<file path="config.mk">
export PLATFORM = sky130hd
export DESIGN_NAME = rp_escape_rx
export DESIGN_NICKNAME = d
export VERILOG_FILES = /design/src/rtl/rp_pkg.sv /design/src/rtl/rp_sync.sv /design/src/rtl/rp_lane_capture.sv /design/src/rtl/rp_hdr_ecc.sv /design/src/rtl/rp_escape_rx.sv
export SDC_FILE = /design/constraint.sdc
export NUM_CORES = 1
export LEC_CHECK = 0
export BUFFER_PORTS_ARGS = -buffer_cell sky130_fd_sc_hd__buf_2
export CORE_MARGIN = 1
export CORE_UTILIZATION = 34
export CTS_CLUSTER_SIZE = 8
export DETAILED_ROUTE_END_ITERATION = 10
export REMOVE_ABC_BUFFERS = 1
export SLEW_MARGIN = 20
export SYNTH_ARGS = -nofsm -noshare
export SYNTH_HDL_FRONTEND = slang
export SYNTH_HIERARCHICAL = 1
export SYNTH_SLANG_ARGS = --single-unit
</file>
<file path="constraint.sdc">
create_clock -name clk -period 4.2 [get_ports clk]
set_clock_uncertainty 0.05 [all_clocks]
set_input_delay 0.42 -clock clk [delete_from_list [all_inputs] [get_ports clk]]
set_output_delay 0.42 -clock clk [all_outputs]
set_load 0.005 [all_outputs]
</file>
<file path="src/rtl/rp_pkg.sv">
package rp_pkg;
  localparam int HDR_BYTES = 4;
  localparam int ERR_W = 4;
  localparam logic [ERR_W-1:0] ERR_CORR  = 4'b0001;
  localparam logic [ERR_W-1:0] ERR_UNC   = 4'b0010;
  localparam logic [ERR_W-1:0] ERR_TRUNC = 4'b0100;
  localparam logic [ERR_W-1:0] ERR_OVF   = 4'b1000;

  typedef enum logic [1:0] {ST_HDR, ST_PAY, ST_SKIP} rx_st_e;

  // i-th value among 3..31 that is not a power of two
  function automatic logic [4:0] ecc_code(input int idx);
    int n;
    logic [4:0] r;
    n = 0;
    r = '0;
    for (int v = 3; v < 32; v++) begin
      if ((v & (v - 1)) != 0) begin
        if (n == idx) r = v[4:0];
        n++;
      end
    end
    return r;
  endfunction

  function automatic logic [5:0] ecc_gen(input logic [23:0] d);
    logic [4:0] p;
    p = '0;
    for (int i = 0; i < 24; i++)
      if (d[i]) p = p ^ ecc_code(i);
    return {(^d) ^ (^p), p};
  endfunction
endpackage

</file>
<file path="src/rtl/rp_sync.sv">
module rp_sync #(
  parameter int W      = 1,
  parameter int STAGES = 2
) (
  input  logic         clk,
  input  logic         rst_n,
  input  logic [W-1:0] d,
  output logic [W-1:0] q
);
  logic [W-1:0] stg [STAGES];

  generate
    for (genvar s = 0; s < STAGES; s++) begin : g_stage
      always_ff @(posedge clk or negedge rst_n) begin
        if (!rst_n) stg[s] <= '0;
        else if (s == 0) stg[s] <= d;
        else stg[s] <= stg[(s == 0) ? 0 : s - 1];
      end
    end
  endgenerate

  assign q = stg[STAGES-1];
endmodule

</file>
<file path="src/rtl/rp_lane_capture.sv">
module rp_lane_capture #(
  parameter int SYNC_STAGES = 2
) (
  input  logic       clk,
  input  logic       rst_n,
  input  logic       esc_clk,
  input  logic [7:0] esc_data,
  input  logic       esc_valid,
  input  logic       esc_lpdt,
  input  logic       rx_en,
  output logic       byte_stb,
  output logic [7:0] byte_q
);
  logic clk_s, clk_prev, clk_rise;

  rp_sync #(.W(1), .STAGES(SYNC_STAGES)) u_clk_sync (
    .clk(clk), .rst_n(rst_n), .d(esc_clk), .q(clk_s));

  assign clk_rise = clk_s & ~clk_prev;

  always_ff @(posedge clk or negedge rst_n) begin
    if (!rst_n) begin
      clk_prev <= 1'b0;
      byte_stb <= 1'b0;
      byte_q   <= '0;
    end else begin
      clk_prev <= clk_s;
      byte_stb <= clk_rise & esc_valid & esc_lpdt & rx_en;
      if (clk_rise) byte_q <= esc_data;
    end
  end

  // no capture follows a cycle with reception disabled
  p_dir_gate_r1: assert property (@(posedge clk) disable iff (!rst_n)
    !rx_en |=> !byte_stb);
endmodule

</file>
<file path="src/rtl/rp_hdr_ecc.sv">
module rp_hdr_ecc (
  input  logic [29:0] hdr_in,
  input  logic        ecc_en,
  output logic [23:0] hdr_fix,
  output logic        corr,
  output logic        uncorr
);
  logic [23:0] data;
  logic [5:0]  recv;
  logic [5:0]  calc;
  logic [4:0]  syn;
  logic        odd;
  logic        hit;

  assign data = hdr_in[23:0];
  assign recv = hdr_in[29:24];
  assign calc = rp_pkg::ecc_gen(data);
  assign syn  = calc[4:0] ^ recv[4:0];
  assign odd  = (^data) ^ (^recv);

  always_comb begin
    hdr_fix = data;
    corr    = 1'b0;
    uncorr  = 1'b0;
    hit     = 1'b0;
    if (ecc_en) begin
      if (!odd) begin
        uncorr = (syn != 5'd0);
      end else if ((syn & (syn - 5'd1)) == 5'd0) begin
        corr = 1'b1;
      end else begin
        for (int i = 0; i < 24; i++) begin
          if (rp_pkg::ecc_code(i) == syn) begin
            hdr_fix[i] = ~data[i];
            hit = 1'b1;
          end
        end
        corr   = hit;
        uncorr = ~hit;
      end
    end
  end
endmodule

</file>
<file path="src/rtl/rp_escape_rx.sv">
module rp_escape_rx #(
  parameter int PAY_MAX     = 16,
  parameter int SYNC_STAGES = 2
) (
  input  logic                       clk,
  input  logic                       rst_n,
  input  logic                       esc_clk,
  input  logic [7:0]                 esc_data,
  input  logic                       esc_valid,
  input  logic                       esc_lpdt,
  input  logic [3:0]                 esc_trig,
  input  logic                       esc_stop,
  input  logic                       lane_dir,
  input  logic                       ecc_en,
  input  logic                       rd_start,
  input  logic                       rp_init,
  input  logic [$clog2(PAY_MAX)-1:0] rd_idx,
  output logic [7:0]                 rd_byte,
  output logic [$clog2(PAY_MAX+1)-1:0] pay_cnt,
  output logic                       hdr_done,
  output logic [1:0]                 hdr_vc,
  output logic [5:0]                 hdr_dtype,
  output logic [15:0]                hdr_word,
  output logic                       trg_pulse,
  output logic [3:0]                 trg_code,
  output logic                       trg_te,
  output logic                       trg_ack,
  output logic [3:0]                 err_status
);
  import rp_pkg::*;

  localparam int CNT_W = $clog2(PAY_MAX + 1);
  localparam int IDX_W = $clog2(PAY_MAX);
  localparam logic [CNT_W-1:0] CNT_MAX = CNT_W'(PAY_MAX);
  localparam logic [15:0] WC_MAX = 16'(PAY_MAX);

  // ---- synchronizers ----
  logic [5:0] ctl_s;
  logic       dir_s, stop_s, dir_q, stop_q, dir_chg, stop_rise;
  logic [3:0] trig_s;
  logic       trig_any, trig_prev, trig_rise;

  rp_sync #(.W(6), .STAGES(SYNC_STAGES)) u_ctl_sync (
    .clk(clk), .rst_n(rst_n), .d({esc_trig, esc_stop, lane_dir}), .q(ctl_s));

  assign dir_s     = ctl_s[0];
  assign stop_s    = ctl_s[1];
  assign trig_s    = ctl_s[5:2];
  assign dir_chg   = dir_s ^ dir_q;
  assign stop_rise = stop_s & ~stop_q;
  assign trig_any  = (|trig_s) & dir_s;
  assign trig_rise = trig_any & ~trig_prev;

  // ---- byte capture ----
  logic       byte_stb;
  logic [7:0] byte_q;

  rp_lane_capture #(.SYNC_STAGES(SYNC_STAGES)) u_cap (
    .clk(clk), .rst_n(rst_n), .esc_clk(esc_clk), .esc_data(esc_data),
    .esc_valid(esc_valid), .esc_lpdt(esc_lpdt), .rx_en(dir_s),
    .byte_stb(byte_stb), .byte_q(byte_q));

  // ---- header check ----
  rx_st_e      st;
  logic [1:0]  hdr_cnt;
  logic [23:0] hdr_sh;
  logic [23:0] hdr_fix;
  logic        hdr_corr, hdr_unc;

  rp_hdr_ecc u_ecc (
    .hdr_in({byte_q[5:0], hdr_sh}), .ecc_en(ecc_en),
    .hdr_fix(hdr_fix), .corr(hdr_corr), .uncorr(hdr_unc));

  // ---- named events ----
  logic        hdr_full, is_long, trunc;
  logic [15:0] wc;
  logic [ERR_W-1:0] hdr_flags;

  assign hdr_full  = byte_stb && (st == ST_HDR) && (hdr_cnt == 2'd3);
  assign is_long   = hdr_fix[3];
  assign wc        = hdr_fix[23:8];
  assign trunc     = stop_rise && (((st == ST_HDR) && (hdr_cnt != 2'd0)) || (st == ST_PAY));
  assign hdr_flags = (hdr_corr ? ERR_CORR : '0) | ((is_long && (wc > WC_MAX)) ? ERR_OVF : '0);

  // ---- packet state ----
  logic [15:0]      rem;
  logic [ERR_W-1:0] pkt_err, pending;
  logic             pay_wr;

  assign pay_wr = byte_stb && (st == ST_PAY) && !dir_chg && !trunc && (pay_cnt < CNT_MAX);

  always_ff @(posedge clk or negedge rst_n) begin
    if (!rst_n) begin
      dir_q <= 1'b0; stop_q <= 1'b0; trig_prev <= 1'b0;
      trg_pulse <= 1'b0; trg_code <= '0; trg_te <= 1'b0; trg_ack <= 1'b0;
    end else begin
      dir_q     <= dir_s;
      stop_q    <= stop_s;
      trig_prev <= trig_any;
      trg_pulse <= trig_rise & ~rp_init;
      trg_code  <= (trig_rise & ~rp_init) ? trig_s : '0;
      trg_te    <= trig_rise & ~rp_init & trig_s[1];
      trg_ack   <= trig_rise & ~rp_init & trig_s[2];
    end
  end

  always_ff @(posedge clk or negedge rst_n) begin
    if (!rst_n) begin
      st <= ST_HDR; hdr_cnt <= '0; hdr_sh <= '0; rem <= '0;
      pkt_err <= '0; pending <= '0; err_status <= '0; pay_cnt <= '0;
      hdr_done <= 1'b0; hdr_vc <= '0; hdr_dtype <= '0; hdr_word <= '0;
    end else if (rp_init) begin
      st <= ST_HDR; hdr_cnt <= '0; hdr_sh <= '0; rem <= '0;
      pkt_err <= '0; pending <= '0; err_status <= '0; pay_cnt <= '0;
      hdr_done <= 1'b0; hdr_vc <= '0; hdr_dtype <= '0; hdr_word <= '0;
    end else begin
      hdr_done <= 1'b0;
      if (rd_start) pay_cnt <= '0;
      if (dir_chg) begin
        err_status <= pending | pkt_err;
        pending    <= '0;
        pkt_err    <= '0;
        st         <= ST_HDR;
        hdr_cnt    <= '0;
      end else if (trunc) begin
        pending <= pending | pkt_err | ERR_TRUNC;
        pkt_err <= '0;
        st      <= ST_HDR;
        hdr_cnt <= '0;
      end else if (stop_rise && (st == ST_SKIP)) begin
        st      <= ST_HDR;
        hdr_cnt <= '0;
      end else if (byte_stb) begin
        unique case (st)
          ST_HDR: begin
            hdr_cnt <= hdr_cnt + 2'd1;
            if (hdr_cnt != 2'd3) begin
              hdr_sh <= {byte_q, hdr_sh[23:8]};
            end else begin
              hdr_done <= 1'b1;
              if (hdr_unc) begin
                pending <= pending | pkt_err | ERR_UNC;
                pkt_err <= '0;
                st      <= ST_SKIP;
              end else begin
                hdr_vc    <= hdr_fix[7:6];
                hdr_dtype <= hdr_fix[5:0];
                hdr_word  <= wc;
                if (is_long) pay_cnt <= '0;
                if (is_long && (wc != 16'd0)) begin
                  st      <= ST_PAY;
                  rem     <= wc;
                  pkt_err <= pkt_err | hdr_flags;
                end else begin
                  pending <= pending | pkt_err | hdr_flags;
                  pkt_err <= '0;
                end
              end
            end
          end
          ST_PAY: begin
            if (pay_wr) pay_cnt <= pay_cnt + 1'b1;
            rem <= rem - 16'd1;
            if (rem == 16'd1) begin
              pending <= pending | pkt_err;
              pkt_err <= '0;
              st      <= ST_HDR;
              hdr_cnt <= '0;
            end
          end
          default: ;
        endcase
      end
    end
  end

  // ---- payload buffer ----
  logic [7:0] pay_mem [PAY_MAX];

  always_ff @(posedge clk) begin
    if (pay_wr) pay_mem[pay_cnt[IDX_W-1:0]] <= byte_q;
  end

  assign rd_byte = (CNT_W'(rd_idx) < pay_cnt) ? pay_mem[rd_idx] : 8'h00;

  // ---- assertions ----
  p_pay_bound_r6: assert property (@(posedge clk) disable iff (!rst_n)
    pay_cnt <= CNT_MAX);

  p_status_hold_r8: assert property (@(posedge clk) disable iff (!rst_n)
    (!dir_chg && !rp_init) |=> $stable(err_status));

  p_trig_single_r9: assert property (@(posedge clk) disable iff (!rst_n)
    trg_pulse |=> !trg_pulse);

  p_trig_code_r9: assert property (@(posedge clk) disable iff (!rst_n)
    trg_pulse |-> ($countones(trg_code) == 1));

  p_unc_keep_r5: assert property (@(posedge clk) disable iff (!rst_n)
    (hdr_full && hdr_unc && !dir_chg && !trunc && !rd_start && !rp_init)
      |=> ($stable(pay_cnt) && $stable(hdr_vc) && $stable(hdr_word)));
endmodule

</file>
; ---- Yosys cells after proc, flatten, opt, wreduce, memory -nomap -nowiden
; Memories as Yosys holds them, arrays and structs flattened.
; Cells that the tools add are included.
[op_classes]
add_sub_neg = 604
order_cmp = 3
n_eq_ne = 1193
muxes = 2156
bitwise_logic = 70
reduce_logical = 86
[ops]
columns = operator, n
row1 = 2-to-1 mux 32 bit, 675
row2 = adder 32 x 2 -> 32 bit (second input constant), 600
row3 = == test 32 x 5 -> 1 bit (second input constant), 400
row4 = == test 32 x 6 -> 1 bit (second input constant), 400
row5 = == test 32 x 4 -> 1 bit (second input constant), 200
row6 = 2-to-1 mux 5 bit, 849
row7 = == test 32 x 3 -> 1 bit (second input constant), 100
row8 = == test 32 x 2 -> 1 bit (second input constant), 50
row9 = logical NOT 32 bit, 50
row10 = 2-to-1 mux 4 bit, 358
row11 = 2-to-1 mux 3 bit, 144
row12 = 2-to-1 mux 16 bit, 16
row13 = 2-to-1 mux 24 bit, 10
row14 = == test 5 bit, 24
row15 = bitwise XOR 5 bit, 24
row16 = 2-to-1 mux 1 bit, 67
row17 = 2-to-1 mux 6 bit, 8
row18 = 2-to-1 mux 2 bit, 22
row19 = one-hot mux 16 bit (2 select lines), 1
row20 = inverter 1 bit, 29
row21 = XOR reduction 24 bit, 1
row22 = == test 16 x 1 -> 1 bit (second input constant), 1
row23 = > comparator 16 x 5 -> 1 bit (second input constant), 1
row24 = one-hot mux 4 bit (2 select lines), 2
row25 = 43 further kinds, 80
[word_totals]
register_bits = 120
ramBits = 128
input_bits = 26
n_memories = 1
[mem_list]
columns = name, depth, word_bits, rd, rd_ports_with_merged_regs, write_ports, line
row1 = pay_mem, 16, 8, 1, 0, 1, rp_escape_rx.sv:178  ; logic [7:0] pay_mem [PAY_MAX];

; ---- Logic depth before layout (Yosys ltp)
; Gate-level depths: netlist of run 1.
[depth]
depth_word = 249
ltp_mapped = 14
mapped_depth_nobuf = 11

; ---- By module
; The synthesis of run 1 kept the hierarchy.
[by_module_without_submodules]
columns = mod, instances, cells_each, area_each_um2
row1 = rp_escape_rx, 1, 712, 9844.4
row2 = rp_hdr_ecc, 1, 120, 1270.0
row3 = rp_lane_capture, 1, 21, 405.4
row4 = rp_sync at u_ctl_sync, 1, 18, 345.3
row5 = rp_sync at u_cap.u_clk_sync, 1, 2, 50.0

; ---- Least setup slack after synthesis of run 1
; Ideal clock, no wire load.
[synth_path]
path_type = register to register
start = register hdr_sh[17]
end = register rem[11]
setup_time_ps = 137
t_arrival_ps = 3484
required_time_ps = 4013
setup_slack_ps = 530
stages_incl_launch_ff = 14
n_path_buf = 2
period_less_slack_ps = 3670
path_cell_list = dfrtp_1 > buf_6 > xnor3_1 > xnor3_1 > xnor3_2 > nor3_2 > nand4_1 > xnor2_1 > nor4_1 > nand3_1 > o21ba_2 > o21ai_1 > buf_2 > o32ai_1
[synth_rtl]
columns = element, line
row1 = from (decl), rp_escape_rx.sv:66  ; logic [23:0] hdr_sh;
row2 = from (signal assigned), rp_escape_rx.sv:138  ; hdr_sh <= {byte_q, hdr_sh[23:8]};
row3 = 2-to-1 mux 5 bit, rp_pkg.sv:30  ; if (d[i]) p = p ^ ecc_code(i);
row4 = bitwise XOR 5 bit, rp_pkg.sv:30
row5 = 2-to-1 mux 5 bit, rp_pkg.sv:30
row6 = bitwise XOR 5 bit, rp_pkg.sv:30
row7 = 2-to-1 mux 5 bit, rp_pkg.sv:30
row8 = bitwise XOR 5 bit, rp_pkg.sv:30
row9 = 2-to-1 mux 5 bit, rp_pkg.sv:30
row10 = bitwise XOR 5 bit, rp_pkg.sv:30
row11 = [... 9 more ...], --
row12 = 2-to-1 mux 24 bit, rp_hdr_ecc.sv:29  ; end else if ((syn & (syn - 5'd1)) == 5'd0) begin
row13 = 2-to-1 mux 24 bit (*), rp_hdr_ecc.sv:27  ; if (!odd) begin
row14 = 2-to-1 mux 24 bit (*), rp_hdr_ecc.sv:26  ; if (ecc_en) begin
row15 = named net hdr_fix[21], rp_escape_rx.sv:67  ; logic [23:0] hdr_fix;
row16 = nonzero test 16 bit (*), rp_escape_rx.sv:150  ; if (is_long && (wc != 16'd0)) begin
row17 = logical AND 1 bit (*), rp_escape_rx.sv:150
row18 = inequality test 3 x 2 -> 1 bit (no source line) (*), --
row19 = AND reduction 8 bit (no source line) (*), --
row20 = to (signal assigned), rp_escape_rx.sv:152  ; rem <= wc;
row21 = to (signal assigned), rp_escape_rx.sv:163  ; rem <= rem - 16'd1;
row22 = to (decl), rp_escape_rx.sv:86  ; logic [15:0] rem;
; The timed path passes the listed nets; every way through them passes the cells marked *. The select of a mux whose other input is x is not followed.
; A chain may end at the register's enable or synchronous reset.

; ---- Worst setup path after layout of run 1
[layout_path]
start = register hdr_sh[16]
end = register rem[8]
[layout_rtl]
columns = element, line
row1 = 2-to-1 mux 5 bit, rp_pkg.sv:30
row2 = bitwise XOR 5 bit, rp_pkg.sv:30
row3 = 2-to-1 mux 5 bit, rp_pkg.sv:30
row4 = bitwise XOR 5 bit, rp_pkg.sv:30
row5 = 2-to-1 mux 5 bit, rp_pkg.sv:30
row6 = bitwise XOR 5 bit, rp_pkg.sv:30
row7 = 2-to-1 mux 5 bit, rp_pkg.sv:30
row8 = bitwise XOR 5 bit, rp_pkg.sv:30
row9 = [... 11 more ...], --
row10 = 2-to-1 mux 24 bit, rp_hdr_ecc.sv:29
row11 = 2-to-1 mux 24 bit (*), rp_hdr_ecc.sv:27
row12 = 2-to-1 mux 24 bit (*), rp_hdr_ecc.sv:26
row13 = named net hdr_fix[21], rp_escape_rx.sv:67
row14 = nonzero test 16 bit (*), rp_escape_rx.sv:150
row15 = logical AND 1 bit (*), rp_escape_rx.sv:150
row16 = inequality test 3 x 2 -> 1 bit (no source line) (*), --
row17 = AND reduction 8 bit (no source line) (*), --
; Marked as above.

==> metrics, run 1 <==
worst hold start=esc_data[3]; global-route wire length before repair=46500 um; status=complete, no violations; Setup crit start kind=flop; Setup Buffers After CTS=0; Mapped Area=11900 um^2; Final TNS setup=0 ns; FFs w/ async S/R, synth=0.475; Seq cells post-synth=244; die height=189 um; Final Net Count=1009; WS Path Type=flop to flop; Fin. Hold Viols=0; Worst-Margin Slew=1.01 ns; Pwr per Cell Area=541 nW/um^2; worst r2r src=hdr_sh[16]$_DFFE_PN0P_; worst min path class=input port to flop; Final min period=3.96 ns; clock sink count=244; CP max FO=10; Final period util=0.943; largest net degree at the start of global routing=71; count of final setup violators=0; Slew Limit Headroom=0.325; final slew viol count=0; TritonRoute pass-1 iters=5; Yosys cell types=84; GP Congestion=0.856; clock latency on the worst-skew pair=0.53 ns; grt ovf=0; RSZ-0062 raised after global routing=no; cts bufs inserted=37; Layout area overhead=17.5%; average size of a mapped cell=13.6 um^2; Max Fclk=0.252 GHz; Critical Path RT=4.56 ns; vias in the first global route=7704; Layout Utilization=0.405; CP Capture Type=flop; antenna violation net count after detailed routing=0; Clock Path Buffers=3; LEAKAGE=5.58 nW; IO buf count=74; Synth warnings=6; via count=7590; Root Buffer=clkbuf_16; CTS tree=done; HPWL after DPL=20000 um; clock slew at reported path FFs=0.05 ns; post-synthesis sequential area ratio=0.566; die area=35800 um^2; critical path arrival=4.32 ns; Top-Level Pins=75; prevailing post-synth register cell=edfxtp_1; worst setup path startpoint=hdr_sh[16]$_DFFE_PN0P_; Syn Inst Count=873; row cnt=68; # DRC=0; Die Wd=189 um; CORE AREA=34500 um^2; drt via density=5.27; WL final=29900 um; number of flops mapped to enable cells by yosys=128; Avg WL per Cell=20.8 um; Total Routing Usage GR=0.169; share of cells above drive strength 1=0.243; Starting Density=0.345; Max-Cap Viols=0; CTS H-Tree Depth=2; initial antenna violation count=2; Iteration-0 DRC Markers=689; peak supply drop=0.527 mV
## worst paths after layout
check | endpoint | slack, ns | depth (start not counted)
max in group asynchronous | u_ctl_sync/stg[10]$_DFF_PN0_ | 2.80 | 4
min | u_cap/byte_q[3]$_DFFE_PN0P_ | 0.09 | 2
max reg2reg | rem[8]$_DFFE_PN0P_ | 0.24 | 12
min in group asynchronous | hdr_dtype[3]$_DFFE_PN0P_ | 0.28 | 2
min reg2reg | u_ctl_sync/q[4]$_DFF_PN0_ | 0.29 | 0
max | rem[8]$_DFFE_PN0P_ | 0.24 | 12
## worst max-delay path, cell delays in order, from the launching register on
cell and delay [ns]:
dfrtp_1 0.56, xnor3_1 0.42, xnor3_1 0.39, xnor3_2 0.37, nor3_2 0.30, nand4_1 0.14
xnor2_1 0.19, nor4_1 0.42, nand3_1 0.21, o21ba_2 0.28, o21ai_1 0.18, buf_4 0.21
o211ai_1 0.10
## synthesized netlist by cell type, drive strengths merged, types with 6 or more instances
cell | n | area [um^2]
and3 | 16 | 104
a21oi | 24 | 120
nand4 | 28 | 175
mux2 | 33 | 402
mux4 | 40 | 901
and2 | 10 | 62.6
nor2 | 30 | 133
nor3 | 21 | 136
xor2 | 7 | 83.8
clkbuf | 23 | 87.6
or3 | 6 | 37.5
edfxtp | 128 | 3840
o21ai | 15 | 78.8
a211oi | 7 | 52.6
xnor2 | 46 | 425
nor2b | 30 | 195
inv | 24 | 90.1
dfrtp | 116 | 2900
nand3 | 30 | 150
buf | 30 | 191
nor4 | 11 | 90.1
a21boi | 8 | 60.1
o32ai | 11 | 96.3
nand2 | 73 | 274
ha | 11 | 138
xnor3 | 15 | 343
## kinds of logic (layout without fill, tap and decap cells)
group                      after synthesis  in the layout  synth area share
muxes                                   75             75             0.111
DFF                                    244            244             0.566
AOI/OAI and AO/OA                      121            121            0.0757
and+or+nand+nor                        272            272             0.125
xor gates and xnor gates                72             72            0.0796
adders and majority gates               11             11            0.0116
buffers and inverters                   78            189            0.0313
other                                    0              2                 0
## cells in the final DEF, fill, tap and decap left out, types with 8 or more instances in the layout
master	count
a21boi_1	8
a21oi_1	24
and2_1	10
and3_1	13
buf_2	73
buf_4	30
clkbuf_1	8
clkbuf_16	37
dfrtp_1	115
dlygate4sd3_1	8
edfxtp_1	128
ha_1	11
inv_1	24
mux2_1	21
mux2_4	8
mux4_2	40
nand2_1	73
nand3_1	30
nand4_1	28
nor2_1	26
nor2b_1	29
nor3_1	16
o21ai_0	9
o32ai_1	11
xnor2_1	43
xnor3_1	11
## cell type report
type	count	area [um^2]
Clock buffer	46	970
Inverter	25	93.8
Antenna cell	2	5.00
Clock inverter	5	80.1
Fill cell	3300	20500
Timing Repair Buffer	113	718
Tap cell	455	569
Multi-Input combinational cell	551	4810
Sequential cell	244	6750
## per-stage QoR
| stage | instances | area, um^2 | hold slack [ns] | setup slack, ns | power [mW] |
|---|---|---|---|---|---|
| global route | 1441 | 14000 | 0.0817 | 0.0382 | 7.90 |
| global placement | 1379 | 12800 | 0.287 | 0.177 | 4.83 |
| finish | 1441 | 14000 | 0.0922 | 0.238 | 7.57 |
| CTS | 1437 | 13900 | 0.0390 | 0.155 | 7.58 |
| floorplan | 820 | 11600 | 0.0744 | 0.318 | 4.24 |
| detailed placement | 1379 | 12800 | 0.285 | 0.176 | 4.85 |
## flip-flops by register name, summed over array words and instances (netlist names), 5 cells and up
signal	count
u_ctl_sync/stg	6
u_cap/byte_q	8
rem	16
hdr_sh	24
hdr_word	16
pay_cnt	5
u_ctl_sync/q	6
pay_mem	128
hdr_dtype	6
## power by group
group / internal [mW] / total, mW / switching [mW]
Sequential: 2.66 / 2.77 / 0.115
Clock: 1.62 / 2.69 / 1.07
Combinational: 0.857 / 2.11 / 1.25
Total: 5.14 / 7.57 / 2.43
## repair_timing
| action | in CTS | in global routing |
|---|---|---|
| hold endpoints to repair | 7 | 19 |
| gates resized for setup | 0 | 4 |
| hold buffers | 7 | 1 |
| endpoints found under the setup margin | 0 | 17 |
## metal layers
| metal | part of all wire | track usage | vias to the layer above |
|---|---|---|---|
| li1 | - | - | 3471 |
| met1 | 0.46 | 0.237 | 3829 |
| met2 | 0.47 | 0.269 | 240 |
| met3 | 0.050 | 0.0245 | 50 |
| met4 | 0.023 | 0.0537 | 0 |
| met5 | 0 | 0 | - |
No activity file was read; power rests on OpenSTA's default activity.
==> run 2, diff against run 1 <==
--- a/config.mk
+++ b/config.mk
@@ -8,8 +8,9 @@
 export BUFFER_PORTS_ARGS = -buffer_cell sky130_fd_sc_hd__buf_2
 export CORE_MARGIN = 1
 export CORE_UTILIZATION = 34
-export CTS_CLUSTER_SIZE = 8
+export CTS_CLUSTER_SIZE = 24
 export DETAILED_ROUTE_END_ITERATION = 10
+export GPL_TIMING_DRIVEN = 0
 export REMOVE_ABC_BUFFERS = 1
 export SLEW_MARGIN = 20
 export SYNTH_ARGS = -nofsm -noshare
==> run 2 against run 1 <==
Net effect: via count fell by 0.53%; non-clock buffer count down 16; worst setup slack worse by 0.093 ns; critical path depth stayed put; hold slack lost 0.065 ns; clock power hardly changed; sequential share of layout area down 0.19 points; flip-flop and latch count stayed put; maximum frequency is 2.3% lower; sequential power grew 2%; largest power group unchanged.
==> metrics, run 2 (synthesis results as in run 1) <==
status=complete, no violations; LEAKAGE=5.58 nW (about the same); Setup crit start kind=flop; Pwr per Cell Area=562 nW/um^2 (+3.9%); Layout area overhead=18.0%; die height=189 um (unchanged); Largest delay share family, worst path=XOR/XNOR gates; via count=7550 (-0.53%); # DRC=0 (unchanged); GP Congestion=0.807 (-5.6%); Final Net Count=986 (-2.3%); Die Wd=189 um (unchanged); Avg WL per Cell=20.3 um (-2.4%); Worst-Margin Slew=1.10 ns (+0.0849 ns); Fin Hold WS=0.0267 ns (-0.0655 ns); Starting Density=0.345 (unchanged); Top-Level Pins=75 (unchanged); CP Capture Type=flop; Clock Path Buffers=3 (unchanged); diodes inserted=0 (-2); antenna violation net count after detailed routing=0 (unchanged); TritonRoute pass-1 iters=5 (unchanged); WS Path Type=flop to flop; IO buf count=74 (unchanged); Total Routing Usage GR=0.163 (-0.00574); Slew Limit Headroom=0.268 (-0.0574); critical path arrival=4.39 ns (+0.07 ns); design area=14100 um^2 (+0.50%); Final min period=4.05 ns (+0.0927 ns); CTS tree=done; vias in the first global route=7404 (-3.9%); clock latency on the worst-skew pair=0.57 ns (+0.04 ns); Largest stage delay, worst path=0.53 ns (-0.03 ns); count of final setup violators=0 (unchanged); Root Buffer=clkbuf_16; most used cell, CP=xnor3_1; largest net degree at the start of global routing=94 (+32%); Cell Chain, Critical Path=xnor3_1 -> xnor3_1 -> xnor3_2 -> nor3_2 -> nand4_1 -> xnor2_1 -> nor4_2 -> nand3_2 -> o21ba_2 -> o21ai_4 -> buf_4 -> o32ai_1; most frequent cells in the layout=edfxtp_1, dfrtp_1, buf_2; Iteration-0 DRC Markers=590 (-14%); Critical Path RT=4.53 ns (-0.03 ns); peak supply drop=0.467 mV (-11%); initial antenna violation count=0 (-2); placed cell area=12700 um^2 (-1.1%); die area=35800 um^2 (unchanged); HPWL after DPL=18800 um (-6.0%); Max-Cap Viols=0 (unchanged); Worst Path Buf+Inv=1 (unchanged); CP max FO=10 (unchanged); cts bufs inserted=28 (-24%); Max Fclk=0.247 GHz (-2.3%); CTS H-Tree Depth=1 (-1); clock sink count=244 (unchanged); row cnt=68 (unchanged); drt via density=5.29 (+0.52%); worst min path class=input port to flop; most common cell after layout, fill and taps aside=edfxtp_1; grt ovf=0 (unchanged); share of cells above drive strength 1=0.261 (+0.0177); slowest CP cell=dfrtp_1; global-route wire length before repair=45100 um (-3.0%); Final period util=0.965 (+0.0221); CORE AREA=34500 um^2 (unchanged); max FFs per register=128 (unchanged); WL final=28900 um (-3.4%); final slew viol count=0 (unchanged); Fin. Hold Viols=0 (unchanged); clock slew at reported path FFs=0.06 ns (about the same)
run 2: metal layers:
| metal | global-route usage | share of wire | vias up |
|---|---|---|---|
| met1 | 0.235 | 0.46 | 3849 |
| met5 | 0 | 0 | - |
| met3 | 0.0222 | 0.050 | 41 |
| met2 | 0.262 | 0.47 | 214 |
| li1 | - | - | 3446 |
| met4 | 0.0341 | 0.015 | 0 |
run 2: final timing paths:
| check | from | end | slack, ns | cells after the start |
|---|---|---|---|---|
| max | hdr_sh[16]$_DFFE_PN0P_ | rem[0]$_DFFE_PN0P_ | 0.15 | 12 |
| min | esc_data[5] | u_cap/byte_q[5]$_DFFE_PN0P_ | 0.03 | 2 |
| max reg2reg | hdr_sh[16]$_DFFE_PN0P_ | rem[0]$_DFFE_PN0P_ | 0.15 | 12 |
| min reg2reg | u_cap/u_clk_sync/stg[1]$_DFF_PN0_ | u_cap/u_clk_sync/q$_DFF_PN0_ | 0.30 | 0 |
| max in group asynchronous | rst_n | u_cap/byte_q[5]$_DFFE_PN0P_ | 3.12 | 3 |
| min in group asynchronous | rst_n | u_ctl_sync/stg[7]$_DFF_PN0_ | 0.26 | 2 |
run 2: layout make-up:
class | instances | area, um^2
fillers | 3297 | 20500
flip-flops and latches | 244 | 6760
multi-input cells | 553 | 4990
clock buffers | 38 | 808
repair buffers | 97 | 611
well taps | 455 | 569
clock inverters | 14 | 233
inverters | 25 | 93.8
run 2: per-stage QoR:
step,cells,TNS (ns),worst slack [ns],utilization,total power [mW]
after CTS,1417,0,0.00909,0.402,7.56
after global routing,1426,-0.0285,-0.0198,0.407,8.25
after floorplan,820,0,0.318,-,4.24
after global placement,1349,-17.43,-0.757,0.364,4.76
final,1426,0,0.145,0.407,7.91
after detailed placement,1354,-9.42,-0.727,0.367,4.79
run 2: worst reg2reg max path: stages (launching register included):
cell	delay [ns]
dfrtp_1	0.53
xnor3_1	0.44
xnor3_1	0.40
xnor3_2	0.38
nor3_2	0.31
nand4_1	0.15
xnor2_1	0.23
nor4_2	0.42
nand3_2	0.20
o21ba_2	0.30
o21ai_4	0.16
buf_4	0.19
o32ai_1	0.11
run 2: what timing repair did:
action / 4_1_cts / 5_1_grt
pin swaps: 2 / 5
resized for setup: 11 / 13
endpoints found under the hold margin: 30 / 0
cloned: 0 / 2
hold buffers: 8 / 0
setup buffers: 3 / 7
setup endpoints to repair: 17 / 21
run 2: where the power goes:
part           internal, mW  switching, mW  total (mW)
clock network          1.66           1.02        2.68
logic                  1.06           1.34        2.40
registers              2.66          0.164        2.82
==> run 3, diff against run 2 <==
--- a/config.mk
+++ b/config.mk
@@ -12,6 +12,8 @@
 export DETAILED_ROUTE_END_ITERATION = 10
 export GPL_TIMING_DRIVEN = 0
 export REMOVE_ABC_BUFFERS = 1
+export SETUP_SLACK_MARGIN = 0.4
+export SKIP_CTS_REPAIR_TIMING = 1
 export SLEW_MARGIN = 20
 export SYNTH_ARGS = -nofsm -noshare
 export SYNTH_HDL_FRONTEND = slang
==> run 3 against run 2 <==
Net effect: die area did not move; sequential power hardly changed; critical path depth is the same; combinational power increased by 14%; core utilization is 1.4 points higher; flip-flop and latch count stayed put; non-clock buffer count increased by 26; design area up 3.3%; total power is 4.1% higher; highest routed layer unchanged.
==> metrics, run 3 (synthesis results as in run 1) <==
Total Routing Usage GR=0.163 (-0.000406); status=complete, no violations; design area=14500 um^2 (+3.3%); Final Net Count=1012 (+2.6%); WL final=29500 um (+2.1%); Largest delay share family, worst path=XOR/XNOR gates; Clock Path Buffers=3 (unchanged); row cnt=68 (unchanged); global-route wire length before repair=45000 um (-0.32%); Worst-Margin Slew=1.11 ns (+0.0126 ns); worst min path class=input port to flop; drt via density=5.29 (about the same); Max Fclk=0.261 GHz (+5.7%); Comb power frac=0.331 (+0.027); RSZ-0062 raised after global routing=yes; Critical Path RT=4.56 ns (+0.03 ns); final slew viol count=0 (unchanged); Die Wd=189 um (unchanged); Worst Path Buf+Inv=1 (unchanged); # DRC=0 (unchanged); WS Path Type=flop to flop; Net Sw Frac=0.323 (+0.00354); clock slew at reported path FFs=0.06 ns (about the same); cts bufs inserted=28 (unchanged); Final period util=0.914 (-0.0519); sw power=2.66 mW (+5.3%); Pwr per Cell Area=567 nW/um^2 (+0.80%); share of cells above drive strength 1=0.315 (+0.0544); Largest stage delay, worst path=0.60 ns (+0.07 ns); most frequent cells in the layout=edfxtp_1, dfrtp_1, buf_2; Cell Chain, Critical Path=xnor2_1 -> xnor3_2 -> xnor2_4 -> xnor3_4 -> nand4_1 -> xnor2_2 -> nor4_4 -> nand3_2 -> o21ba_4 -> o21ai_4 -> buf_12 -> o211ai_1; vias in the first global route=7363 (-0.55%); LEAKAGE=5.84 nW (+4.7%); placed cell area=12700 um^2 (unchanged); slowest CP cell=xnor3_4; number of fill cells in the layout=3232 (-2.0%); Avg WL per Cell=20.3 um (+0.31%); CTS H-Tree Depth=1 (unchanged); GP Congestion=0.807 (unchanged); peak supply drop=0.483 mV (+3.5%); die height=189 um (unchanged); Starting Density=0.345 (unchanged); TritonRoute pass-1 iters=6 (+1); CP max FO=12 (+2); Iteration-0 DRC Markers=685 (+16%); Max-Cap Viols=0 (unchanged); Root Buffer=clkbuf_16; P_int=5.58 mW (+3.6%); Fin. Hold Viols=0 (unchanged); IO buf count=74 (unchanged); initial antenna violation count=0 (unchanged); count of final setup violators=0 (unchanged); Setup crit start kind=flop; clock sink count=244 (unchanged); antenna violation net count after detailed routing=0 (unchanged); clock share of power=0.326 (-0.013); Final min period=3.84 ns (-0.218 ns); Top-Level Pins=75 (unchanged); Layout area overhead=22.0%; Slew Limit Headroom=0.259 (-0.00840); CORE AREA=34500 um^2 (unchanged); CP Capture Type=flop; critical path arrival=4.19 ns (-0.20 ns); CTS tree=done; die area=35800 um^2 (unchanged); HPWL after DPL=18800 um (unchanged); via count=7681 (+1.7%); sequential share of power=0.342 (-0.014); grt ovf=0 (unchanged); max FFs per register=128 (unchanged); clock latency on the worst-skew pair=0.57 ns (about the same); most common cell after layout, fill and taps aside=edfxtp_1; total power=8.24 mW (+4.1%); largest net degree at the start of global routing=94 (unchanged); diodes inserted=0 (unchanged)
-- run 3: cell count changes in the layout (fill, tap and decap cells not counted), moves of 3 or more --
cell / previous run / this run
buf_4: 11 / 34
dfrtp_1: 109 / 100
dfrtp_2: 7 / 13
dfrtp_4: 0 / 3
xnor2_1: 38 / 23
xnor2_2: 7 / 19
xnor2_4: 1 / 4
xnor3_1: 11 / 7
xnor3_2: 5 / 9
-- run 3: power by group through the flow --
| stage | sequential [mW] | combinational (mW) | clock [mW] |
|---|---|---|---|
| global placement | 2.86 | 1.90 | 0 |
| detailed placement | 2.87 | 1.92 | 0 |
| floorplan | 2.80 | 1.44 | 0 |
| finish | 2.82 | 2.73 | 2.69 |
| global route | 2.84 | 2.87 | 2.86 |
| CTS | 2.82 | 1.93 | 2.76 |
-- run 3: cell type report --
type                    count  area (um^2)  share of cell area
repair buffers            123          820              0.0564
well taps                 455          569              0.0392
inverters                  25         93.8             0.00646
clock buffers              38          808              0.0556
clock inverters            14          233              0.0160
multi-input cells         553         5230               0.360
flip-flops and latches    244         6770               0.466
-- run 3: worst paths after layout --
path,slack [ns],start,depth (start not counted),to
worst max register to register,0.36,hdr_sh[21]$_DFFE_PN0P_,12,rem[8]$_DFFE_PN0P_
worst min-delay path,0.02,esc_data[6],2,u_cap/byte_q[6]$_DFFE_PN0P_
min in group asynchronous,0.26,rst_n,2,u_ctl_sync/stg[7]$_DFF_PN0_
worst min register to register,0.30,u_cap/u_clk_sync/stg[1]$_DFF_PN0_,0,u_cap/u_clk_sync/q$_DFF_PN0_
max in group asynchronous,3.10,rst_n,3,hdr_sh[3]$_DFFE_PN0P_
worst max-delay path,0.36,hdr_sh[21]$_DFFE_PN0P_,12,rem[8]$_DFFE_PN0P_
-- run 3: per-layer routing --
metal  GRT usage  share of wire
met2       0.260           0.48
met1       0.236           0.46
met3      0.0222          0.049
met5           0              0
met4      0.0357          0.015
-- run 3: metrics by stage --
| step | hold slack, ns | util | TNS, ns | worst slack [ns] | cells |
|---|---|---|---|---|---|
| after global placement | 0.285 | 0.364 | -17.43 | -0.757 | 1349 |
| after global routing | 0.00401 | 0.421 | 0 | 0.220 | 1452 |
| after floorplan | 0.0744 | - | 0 | 0.318 | 820 |
| after detailed placement | 0.232 | 0.367 | -9.42 | -0.727 | 1354 |
| after CTS | -0.349 | 0.397 | -10.46 | -0.787 | 1406 |
| final | 0.0245 | 0.421 | 0 | 0.363 | 1452 |
